**config.mk**
```make
export PLATFORM = sky130hd
export DESIGN_NAME = clock_repl_engine
export DESIGN_NICKNAME = d
export VERILOG_FILES = /design/src/rtl/clock_repl_pkg.sv /design/src/rtl/clock_use_flags.sv /design/src/rtl/clock_hand_fsm.sv /design/src/rtl/clock_repl_engine.sv
export SDC_FILE = /design/constraint.sdc
export NUM_CORES = 1
export LEC_CHECK = 0
export ABC_CLOCK_PERIOD_IN_PS = 1600
export CAP_MARGIN = 15
export CORE_MARGIN = 2
export CORE_UTILIZATION = 50
export CTS_BUF_LIST = sky130_fd_sc_hd__clkbuf_4 sky130_fd_sc_hd__clkbuf_8
export DETAILED_ROUTE_END_ITERATION = 7
export GPL_ROUTABILITY_DRIVEN = 0
export HOLD_SLACK_MARGIN = 0.03
export PLACE_DENSITY = 0.88
export SKIP_LAST_GASP = 1
export SYNTH_ARGS = -nofsm -noshare
export SYNTH_HDL_FRONTEND = slang
export SYNTH_SLANG_ARGS = --single-unit
```
**constraint.sdc**
```tcl
create_clock -name clk -period 1.6 [get_ports clk]
set_input_delay 0.32 -clock clk [delete_from_list [all_inputs] [get_ports clk]]
set_output_delay 0.32 -clock clk [all_outputs]
set_load 0.05 [all_outputs]
```
**src/rtl/clock_repl_pkg.sv**
```systemverilog
package clock_repl_pkg;

    typedef enum logic {
        SW_IDLE = 1'b0,
        SW_SCAN = 1'b1
    } sweep_state_e;

    // Ring successor of a page index for a ring of n pages.
    function automatic int unsigned ring_next(input int unsigned idx, input int unsigned n);
        return (idx + 1 >= n) ? 0 : idx + 1;
    endfunction

endpackage

```
**src/rtl/clock_use_flags.sv**
```systemverilog
module clock_use_flags #(
    parameter int NUM_PAGES = 8,
    parameter int IDX_W     = $clog2(NUM_PAGES)
) (
    input  logic                 clk,
    input  logic                 rst,
    input  logic                 ref_valid,
    input  logic [IDX_W-1:0]     ref_page,
    input  logic                 clr_en,
    input  logic [IDX_W-1:0]     clr_idx,
    input  logic                 set_en,
    input  logic [IDX_W-1:0]     set_idx,
    output logic [NUM_PAGES-1:0] use_bits
);
    for (genvar g = 0; g < NUM_PAGES; g++) begin : g_flag
        logic flag_q;
        logic hit_ref;
        logic hit_set;
        logic hit_clr;

        always_comb begin
            hit_ref = ref_valid && (ref_page == IDX_W'(g));
            hit_set = set_en && (set_idx == IDX_W'(g));
            hit_clr = clr_en && (clr_idx == IDX_W'(g));
        end

        // A raise (reference or victim load) outranks a sweep clear.
        always_ff @(posedge clk) begin
            if (rst) begin
                flag_q <= 1'b0;
            end else if (hit_ref || hit_set) begin
                flag_q <= 1'b1;
            end else if (hit_clr) begin
                flag_q <= 1'b0;
            end
        end

        assign use_bits[g] = flag_q;
    end
endmodule

```
**src/rtl/clock_hand_fsm.sv**
```systemverilog
module clock_hand_fsm
    import clock_repl_pkg::*;
#(
    parameter int NUM_PAGES = 8,
    parameter int IDX_W     = $clog2(NUM_PAGES)
) (
    input  logic                 clk,
    input  logic                 rst,
    input  logic                 req,
    input  logic [NUM_PAGES-1:0] use_bits,
    output logic                 clr_en,
    output logic [IDX_W-1:0]     clr_idx,
    output logic                 set_en,
    output logic [IDX_W-1:0]     set_idx,
    output logic [IDX_W-1:0]     hand,
    output logic                 busy,
    output logic                 done,
    output logic [IDX_W-1:0]     victim
);
    sweep_state_e     state_q;
    logic [IDX_W-1:0] hand_q;
    logic [IDX_W-1:0] hand_nxt;
    logic             done_q;
    logic [IDX_W-1:0] victim_q;
    logic             scanning;
    logic             cur_used;

    always_comb begin
        scanning = (state_q == SW_SCAN);
        cur_used = use_bits[hand_q];
        hand_nxt = IDX_W'(ring_next(32'(hand_q), NUM_PAGES));
        clr_en   = scanning && cur_used;
        set_en   = scanning && !cur_used;
        clr_idx  = hand_q;
        set_idx  = hand_q;
    end

    always_ff @(posedge clk) begin
        if (rst) begin
            state_q  <= SW_IDLE;
            hand_q   <= '0;
            done_q   <= 1'b0;
            victim_q <= '0;
        end else begin
            done_q <= 1'b0;
            case (state_q)
                SW_IDLE: begin
                    if (req) begin
                        state_q <= SW_SCAN;
                    end
                end
                SW_SCAN: begin
                    hand_q <= hand_nxt;
                    if (!cur_used) begin
                        victim_q <= hand_q;
                        done_q   <= 1'b1;
                        state_q  <= SW_IDLE;
                    end
                end
                default: state_q <= SW_IDLE;
            endcase
        end
    end

    assign hand   = hand_q;
    assign busy   = scanning;
    assign done   = done_q;
    assign victim = victim_q;
endmodule

```
**src/rtl/clock_repl_engine.sv**
```systemverilog
module clock_repl_engine #(
    parameter int NUM_PAGES = 8,
    localparam int IDX_W    = $clog2(NUM_PAGES)
) (
    input  logic             clk,
    input  logic             rst,
    input  logic             ref_valid,
    input  logic [IDX_W-1:0] ref_page,
    input  logic             req,
    output logic             busy,
    output logic             done,
    output logic [IDX_W-1:0] victim
);
    logic [NUM_PAGES-1:0] use_bits;
    logic                 clr_en;
    logic [IDX_W-1:0]     clr_idx;
    logic                 set_en;
    logic [IDX_W-1:0]     set_idx;
    logic [IDX_W-1:0]     hand;

    clock_use_flags #(.NUM_PAGES(NUM_PAGES), .IDX_W(IDX_W)) u_flags (
        .clk      (clk),
        .rst      (rst),
        .ref_valid(ref_valid),
        .ref_page (ref_page),
        .clr_en   (clr_en),
        .clr_idx  (clr_idx),
        .set_en   (set_en),
        .set_idx  (set_idx),
        .use_bits (use_bits)
    );

    clock_hand_fsm #(.NUM_PAGES(NUM_PAGES), .IDX_W(IDX_W)) u_hand (
        .clk     (clk),
        .rst     (rst),
        .req     (req),
        .use_bits(use_bits),
        .clr_en  (clr_en),
        .clr_idx (clr_idx),
        .set_en  (set_en),
        .set_idx (set_idx),
        .hand    (hand),
        .busy    (busy),
        .done    (done),
        .victim  (victim)
    );
endmodule

```
Word-level counts from Yosys, hierarchy flattened

Cells that the tools add are included.

Register bits after elaboration: 16
Input port bits: 7
Output and inout bits: 5
Logic and storage cells: 101

$add $sub $neg: 1
$lt $le $gt $ge: 2
Equal/unequal tests: 14
Multiplexer cells: 23
Bitwise gates (word level): 2
Reductions and logical operators: 47

Operators by type and width:

| cell                                                      | number |
|---|---|
| logical AND 1 bit                                         | 26 |
| == test 3 bit (second input constant)                     | 8 |
| 2-to-1 mux 1 bit                                          | 20 |
| nonzero test 2 bit                                        | 8 |
| == test 3 x 2 -> 1 bit (second input constant)            | 4 |
| logical OR 1 bit                                          | 8 |
| == test 3 x 1 -> 1 bit (second input constant)            | 2 |
| zero test 3 bit                                           | 2 |
| adder 3 x 1 -> 4 bit (second input constant)              | 1 |
| greater-or-equal comparator 4 bit (second input constant) | 1 |
| < comparator 3 x 4 -> 1 bit (second input constant)       | 1 |
| binary-select mux 1 bit (select 3 bit)                    | 1 |
| 2-to-1 mux 3 bit                                          | 1 |
| NOT 1 bit                                                 | 2 |
| one-hot mux 1 bit (2 select lines)                        | 1 |
| AND reduction 2 bit                                       | 1 |
| OR reduction 2 bit                                        | 1 |
| zero test 1 bit                                           | 1 |

Longest topological paths before layout

Gate-level depths: netlist (run 1).

Word-level depth: 7
Depth in mapped cells: 6
Depth with buffers taken out: 5

Modules after synthesis

Synthesis (run 1) repeated with hierarchy kept, for this count alone.

Cell total of the unflattened synthesis: 112
Area total of the unflattened synthesis: 958.4 sq um

Modules (own cells, without submodules):

| module          | times used | cells each | area an instance (sq um) | sequential area each (sq um) |
|---|---|---|---|---|
| clock_hand_fsm  | 1          | 53         | 486.7                    | 160.2 |
| clock_use_flags | 1          | 59         | 471.7                    | 160.2 |

Worst setup path after synthesis (run 1)

No wires, ideal clock.

Path type: register -> register
Start point: register u_hand.state_q (netlist: u_hand.busy)
End point: register u_flags.g_flag[1].flag_q
Library setup time: 0.128 ns
Data arrival time: 1.503 ns
Required time: 1.472 ns
Slack: -0.031 ns
Cell stages (with the launch flop): 6
Buffers on the path: 1
Clock period less this slack: 1.631 ns
Path through: dfxtp_1 -> buf_2 -> nor2b_1 -> nand2_1 -> a222oi_1 -> nor2_1

Longest elaborated chain between the ends: 4
Elaborated cells on any way between the ends: 7
Those cells by class: mux (1); reduce/logical (6)

Ends and longest elaborated chain:

| element                                                       | line                  | source |
|---|---|---|
| start, declared                                               | clock_hand_fsm.sv:20  | `sweep_state_e state_q;` |
| start signal, assigned                                        | clock_hand_fsm.sv:40  | `state_q <= SW_IDLE;` |
| start signal, assigned                                        | clock_hand_fsm.sv:49  | `state_q <= SW_SCAN;` |
| start signal, assigned                                        | clock_hand_fsm.sv:57  | `state_q <= SW_IDLE;` |
| logical AND 1 bit                                             | clock_hand_fsm.sv:33  | `set_en = scanning && !cur_used;` |
| logical AND 1 bit                                             | clock_use_flags.sv:23 | `hit_set = set_en && (set_idx == IDX_W'(g));` |
| logical OR 1 bit                                              | clock_use_flags.sv:31 | `end else if (hit_ref \|\| hit_set) begin` |
| 2-to-1 mux 1 bit / nonzero test 2 bit (equally long branches) | n/a                   |  |
| end signal, assigned                                          | clock_use_flags.sv:30 | `flag_q <= 1'b0;` |
| end signal, assigned                                          | clock_use_flags.sv:32 | `flag_q <= 1'b1;` |
| end signal, assigned                                          | clock_use_flags.sv:34 | `flag_q <= 1'b0;` |
| end, declared                                                 | clock_use_flags.sv:16 | `logic flag_q;` |

Parallel ways exist; a longest one is shown, timed or not.
A chain may end at the register's enable or synchronous reset.

Worst setup path in the final report (run 1)

Start point: register u_hand.hand_q[2] (netlist: u_hand.clr_idx[2])
End point: register u_hand.victim_q[0] (netlist: u_hand.victim[0])

Longest elaborated chain between the ends: 4

Ends and longest elaborated chain:

| element                                | line                 | source |
|---|---|---|
| start, declared                        | clock_hand_fsm.sv:21 | `logic [IDX_W-1:0] hand_q;` |
| start signal, assigned                 | clock_hand_fsm.sv:53 | `hand_q <= hand_nxt;` |
| binary-select mux 1 bit (select 3 bit) | clock_hand_fsm.sv:30 | `cur_used = use_bits[hand_q];` |
| 2-to-1 mux 1 bit (implied by the code) | clock_hand_fsm.sv:30 |  |
| NOT 1 bit (no line)                    | n/a                  |  |
| AND reduction 2 bit (no line)          | n/a                  |  |
| end signal, assigned                   | clock_hand_fsm.sv:55 | `victim_q <= hand_q;` |
| end, declared                          | clock_hand_fsm.sv:24 | `logic [IDX_W-1:0] victim_q;` |

No other way between the ends. The select of a mux whose other input is x is not followed.

==> summary.txt, run 1 <==
Run
  – Max-cap violation count: 0

Worst setup path
  – CP arrival: roughly 1.7 ns
  – CP Class: reg2reg
  – CP Launch Type: register
  – Crit Path Max Fanout: 6
  – Worst EP required: 1.78 ns
  – Crit-path cells: mux4_2, mux2i_4, and2_4, o21ai_0
  – Crit end category: register
  – Slowest stage cell, crit path: mux4_2
  – CP max stage delay: 0.53 ns

Clock tree
  – Clock latency at the later pin of the worst-skew pair: ~0.30 ns
  – Clock Sinks: 16
  – Cts-stage hold buffer count: 0
  – CTS buffer count: 3
  – Clk slew on worst S/H paths: 0.10 ns
  – Clock Path Buffers: 2
  – Resized Gates After CTS: 0
  – Root Buffer: clkbuf_4
  – Setup Buffers After CTS: 0
  – Max H-tree Level: 1
  – TritonCTS clock tree: yes

STA
  – Worst Slack Setup Final: 0.0623 ns
  – Final setup violation count: 0
  – Setup TNS: 0 ns
  – Tcrit/Tclk final: ~96%
  – F_max: between 0.6 and 0.7 GHz
  – Period minus WS final: 1.54 ns
  – Hold Vio Cnt, Final: 0
  – Unrepaired setup endpoints after global routing: false
  – Max-slew headroom: 78.5%
  – Hold slack final: a little under 0.5 ns
  – Fin Clk Skew: 0.00745 ns
  – Max-slew violations: 0
  – Worst slew pin tran: 0.321 ns

Yosys
  – Cell with the most instances after synthesis: dfxtp_1
  – Warnings, synthesis: 0
  – Post-synth EDFFs: 0
  – Top FF cell, synth: dfxtp_1
  – Synth unique cells: 28
  – Post-synth top area cell: dfxtp_1
  – Share of the synthesized area in the top cell type: 35.8%
  – Cell count after synthesis: 92
  – Seq/Total Area, Yosys: 35.8%
  – Syn_nets: 105
  – Synth area leaders: dfxtp_1 36%, mux4_2 10%, ha_1 8.4%
  – Avg Inst Size Synth: 9.72 µm²
  – Cell area after synthesis: 895 µm²
  – FFs w/ async S/R, synth: 0%
  – Synth Register Bits: 16
  – Top post-synthesis cells by count: 16 x dfxtp_1, 11 x nor2_1, 7 x nand2_1, 6 x ha_1, 6 x nand3_1

Final layout
  – Area Overhead vs Synth: 21.0%
  – Util after Layout: 63.4%
  – Antenna Cells: 0
  – Final #Nets: 120
  – Layout cell share with drive strength beyond 1: 24.5%

Global route
  – Grt total ovfl: 0
  – First-pass GRT wire length: 3290 µm
  – All-layer global routing usage: 22.8%
  – Antenna violations before repair: 0
  – Largest net degree at the start of global routing: 14
  – Vias in the first global route: 749

Routing
  – Via count: 747
  – Drt via density: 5.70
  – ANT nets after route: 0
  – Wirelength per Cell: 14.7 µm
  – Router iterations before antenna repair: 5
  – Starting DRC count in detailed routing: 28
  – WL final: 1930 µm
  – DRC viols: 0

Floorplan
  – Initial core utilization: 52.4%
  – Core Rows: 15
  – IO Count: 12
  – Die W: 46.3 µm
  – Die ar.: 2140 µm²
  – Area of the core: 1710 µm²
  – Die height: 46.3 µm

Power
  – Max VDD drop: 0.000551 V
  – Comb power frac: 23.7%
  – PwrDens: a little under 900 nW/µm²
  – Total internal power: 0.000669 W
  – Switching Share: 28.8%
  – Sw Pwr: 0.000271 W
  – Reg power frac: 47.3%
  – Leakage: around 0.4 nW
  – Clock power share: 29.1%

Place
  – Setup WS pre-CTS: 0.0393 ns
  – IO buf count: 11
  – Hpwl dp: 1450 µm

Status
  – Status: complete, no violations

Min path
  – Hold WC Path Type: reg2reg
state kept, by name, indices dropped and copies added, names as in the netlist:
signal                 cells
u_hand.busy                1
u_hand.clr_idx             3
u_flags.g_flag.flag_q      8
u_hand.done                1
u_hand.victim              3
power by group through the flow:
stage	sequential [W]	clock (W)	combinational, W
2_1_floorplan	0.000462	0	0.000141
3_3_place_gp	0.000452	0	0.000212
3_5_place_dp	0.000452	0	0.000220
4_1_cts	0.000443	0.000276	0.000221
5_1_grt	0.000449	0.000301	0.000240
6_report	0.000445	0.000273	0.000222
per-stage QoR:
stage	area, µm²	power [W]	std cells
after floorplan	896	0.000603	92
after global placement	1040	0.000664	127
after detailed placement	1040	0.000672	127
after CTS	1070	0.000941	131
after global routing	1080	0.000989	131
final	1080	0.000940	131
routing by layer:
layer,vias to the layer above,GRT usage (%),part of all wire (%)
met2,29,37.5,49
met5,-,0,0
li1,360,-,-
met4,0,12.6,2.5
met3,7,8.63,7.1
met1,351,24.9,41
cell families after synthesis:
family | share of synthesized area [%]
multiplexers | 14.8
AO/OA/AOI/OAI | 14.0
adder cells (fa/ha/maj) | 8.39
buffers and inverters | 6.15
flip-flops | 35.8
XOR/XNOR | 0.979
AND/OR/NAND/NOR | 19.9
area by class of cell:
class	instances	area [µm²]
fill	144	626
multi-input combinational	66	519
sequential	16	325
inverter	3	11.3
tap	25	31.3
timing repair buffer	17	159
clock buffer	4	36.3
cell usage in the layout, fill, tap and decap left out, types with 2 or more instances in the layout:
cell / count
dfxtp_1: 12
nor2_1: 11
buf_4: 9
nand2_1: 7
nand3_1: 6
ha_1: 6
clkdlybuf4s50_1: 6
nor2b_1: 5
a222oi_1: 5
mux4_2: 4
a21oi_1: 4
dfxtp_2: 4
inv_1: 3
clkbuf_4: 3
a32oi_1: 2
mux2i_1: 2
nand2b_1: 2
critical path, delay by kind of cell, from the launching register on:
family | cells | cell delay [ns]
flip-flops | 1 | 0.36
AND/OR/NAND/NOR | 1 | 0.20
AO/OA/AOI/OAI | 1 | 0.11
multiplexers | 2 | 0.76
final timing paths:
| kind | endpoint | start | cells past startpoint | slack (ns) |
|---|---|---|---|---|
| worst max-delay path | u_hand.victim[0] | u_hand.clr_idx[2] | 4 | 0.06 |
| worst min-delay path | u_hand.victim[2] | u_hand.victim[2] | 2 | 0.48 |
| worst max register to register | u_hand.victim[0] | u_hand.clr_idx[2] | 4 | 0.06 |
| worst min register to register | u_hand.victim[2] | u_hand.victim[2] | 2 | 0.48 |
(Power assumes the default switching activity.)
==> run 2, diff against run 1 <==
--- a/config.mk
+++ b/config.mk
@@ -7,13 +7,15 @@
 export LEC_CHECK = 0
 export ABC_CLOCK_PERIOD_IN_PS = 1600
 export CAP_MARGIN = 15
+export CELL_PAD_IN_SITES_DETAIL_PLACEMENT = 0
+export CELL_PAD_IN_SITES_GLOBAL_PLACEMENT = 2
 export CORE_MARGIN = 2
-export CORE_UTILIZATION = 50
+export CORE_UTILIZATION = 31
 export CTS_BUF_LIST = sky130_fd_sc_hd__clkbuf_4 sky130_fd_sc_hd__clkbuf_8
 export DETAILED_ROUTE_END_ITERATION = 7
 export GPL_ROUTABILITY_DRIVEN = 0
 export HOLD_SLACK_MARGIN = 0.03
-export PLACE_DENSITY = 0.88
+export PLACE_DENSITY = 0.86
 export SKIP_LAST_GASP = 1
 export SYNTH_ARGS = -nofsm -noshare
 export SYNTH_HDL_FRONTEND = slang
==> summary.txt, run 2 (synthesis gave the netlist of run 1 again) <==
Clock tree
  – Resized Gates After CTS: 0
  – Cts-stage hold buffer count: 0
  – TritonCTS clock tree: yes
  – Clock Path Buffers: 2
  – Clk slew on worst S/H paths: approximately 0.1 ns
  – Setup Buffers After CTS: 0
  – Max H-tree Level: 1
  – Clock latency at the later pin of the worst-skew pair: 0.29 ns
  – CTS buffer count: 3
  – Root Buffer: clkbuf_4
  – Clock Sinks: 16

Final layout
  – Fill count: around 270
  – Largest register FFs: 8
  – Area taken by multi-input logic gates: 519 µm²
  – Final #Nets: 120
  – Antenna Cells: 0
  – Commonest non-fill, non-tap cells in the layout: 12 x dfxtp_1, 11 x nor2_1, 9 x buf_4
  – Commonest non-fill, non-tap cell in the layout: dfxtp_1
  – Register Area: 325 µm²
  – Layout cell share with drive strength beyond 1: between 20 and 25%
  – Largest Register: u_flags.g_flag.flag_q
  – Area Overhead vs Synth: 21.8%

Power
  – Leakage: 0.408 nW
  – PwrDens: ~860 nW/µm²
  – Max VDD drop: 0.000481 V
  – Total Power: ~0.00094 W

STA
  – Worst slew pin tran: 0.313 ns
  – Hold Vio Cnt, Final: 0
  – Tcrit/Tclk final: about 94%
  – Unrepaired setup endpoints after global routing: false
  – Max-slew violations: 0
  – Hold slack final: 0.488 ns
  – Period minus WS final: 1.51 ns
  – Final setup violation count: 0
  – Fin Clk Skew: 0.00791 ns
  – Setup TNS: 0 ns
  – Max-slew headroom: 79.1%
  – F_max: about 0.66 GHz

Floorplan
  – IO Count: 12
  – Die height: 57.7 µm
  – Initial core utilization: 32.4%
  – Core Rows: 19
  – Die W: 57.7 µm
  – Area of the core: 2760 µm²
  – Die ar.: 3330 µm²

Status
  – Status: complete, no violations

Routing
  – Via count: 753
  – Met1 wire length: approximately 880 µm
  – Router iterations before antenna repair: 4
  – Max Used Layer: met4
  – Met3 Routed Length: ~140 µm
  – DRC viols: 0
  – Drt via density: between 5 and 6
  – Met2 wire len: just under 1000 µm
  – Wirelength per Cell: 14.7 µm
  – WL final: approximately 2000 µm
  – ANT nets after route: 0
  – Starting DRC count in detailed routing: 50

Place
  – Hpwl dp: 1490 µm
  – IO buf count: 11

Global route
  – First-pass GRT wire length: 3340 µm
  – Largest net degree at the start of global routing: 18
  – All-layer global routing usage: a little over an eighth
  – Grt total ovfl: 0
  – Vias in the first global route: about 740
  – Antenna violations before repair: 0

Worst setup path
  – Crit end category: register
  – Worst R2R Start: u_hand.clr_idx[2]
  – CP Launch Type: register
  – CP arrival: 1.69 ns
  – Worst EP required: 1.79 ns
  – Crit path from: u_hand.clr_idx[2]
  – Crit Path Max Fanout: 6
  – CP Class: reg2reg

Run
  – Max-cap violation count: 0

Min path
  – Hold WC Path Type: reg2reg
  – Hold Path Origin: u_hand.victim[2]
## run 2: metal layers
layer  track usage [%]  vias up
li1                  -      362
met1              16.9      363
met2              21.3       24
met3              2.90        4
met4              7.97        0
met5                 0        -
## run 2: worst paths after layout
kind	slack, ns	cells after the start	to
max reg2reg	0.09	4	u_hand.victim[0]
max	0.09	4	u_hand.victim[0]
min reg2reg	0.49	2	u_hand.victim[2]
min	0.49	2	u_hand.victim[2]
## run 2: critical path, stage by stage, from the launching register on
cell and delay [ns]:
dfxtp_2 0.36, mux4_2 0.53, mux2i_4 0.23, and2_4 0.20, o21ai_0 0.08
## run 2: cell type report
cell class / count / share of cell area [%]
flip-flops and latches: 16 / 29.9
well taps: 31 / 3.56
repair buffers: 17 / 14.6
inverters: 3 / 1.03
multi-input cells: 66 / 47.6
clock buffers: 4 / 3.33
## run 2: where the power goes
part / internal [W] / leakage (nW) / total, W / switching, W
logic: 0.000108 / 0.255 / 0.000225 / 0.000117
registers: 0.000422 / 0.132 / 0.000443 / 0.0000210
clock network: 0.000139 / 0.0210 / 0.000269 / 0.000130
total: 0.000669 / 0.408 / 0.000937 / 0.000269
## run 2: through the flow
step | area [µm²] | std cells | util, % | setup WS [ns]
global route | 1090 | 137 | 39.5 | 0.0228
floorplan | 896 | 92 | - | 0.0395
detailed placement | 1050 | 133 | 37.9 | 0.0845
finish | 1090 | 137 | 39.5 | 0.0926
CTS | 1080 | 137 | 39.2 | 0.0762
global placement | 1050 | 133 | 37.9 | 0.0868
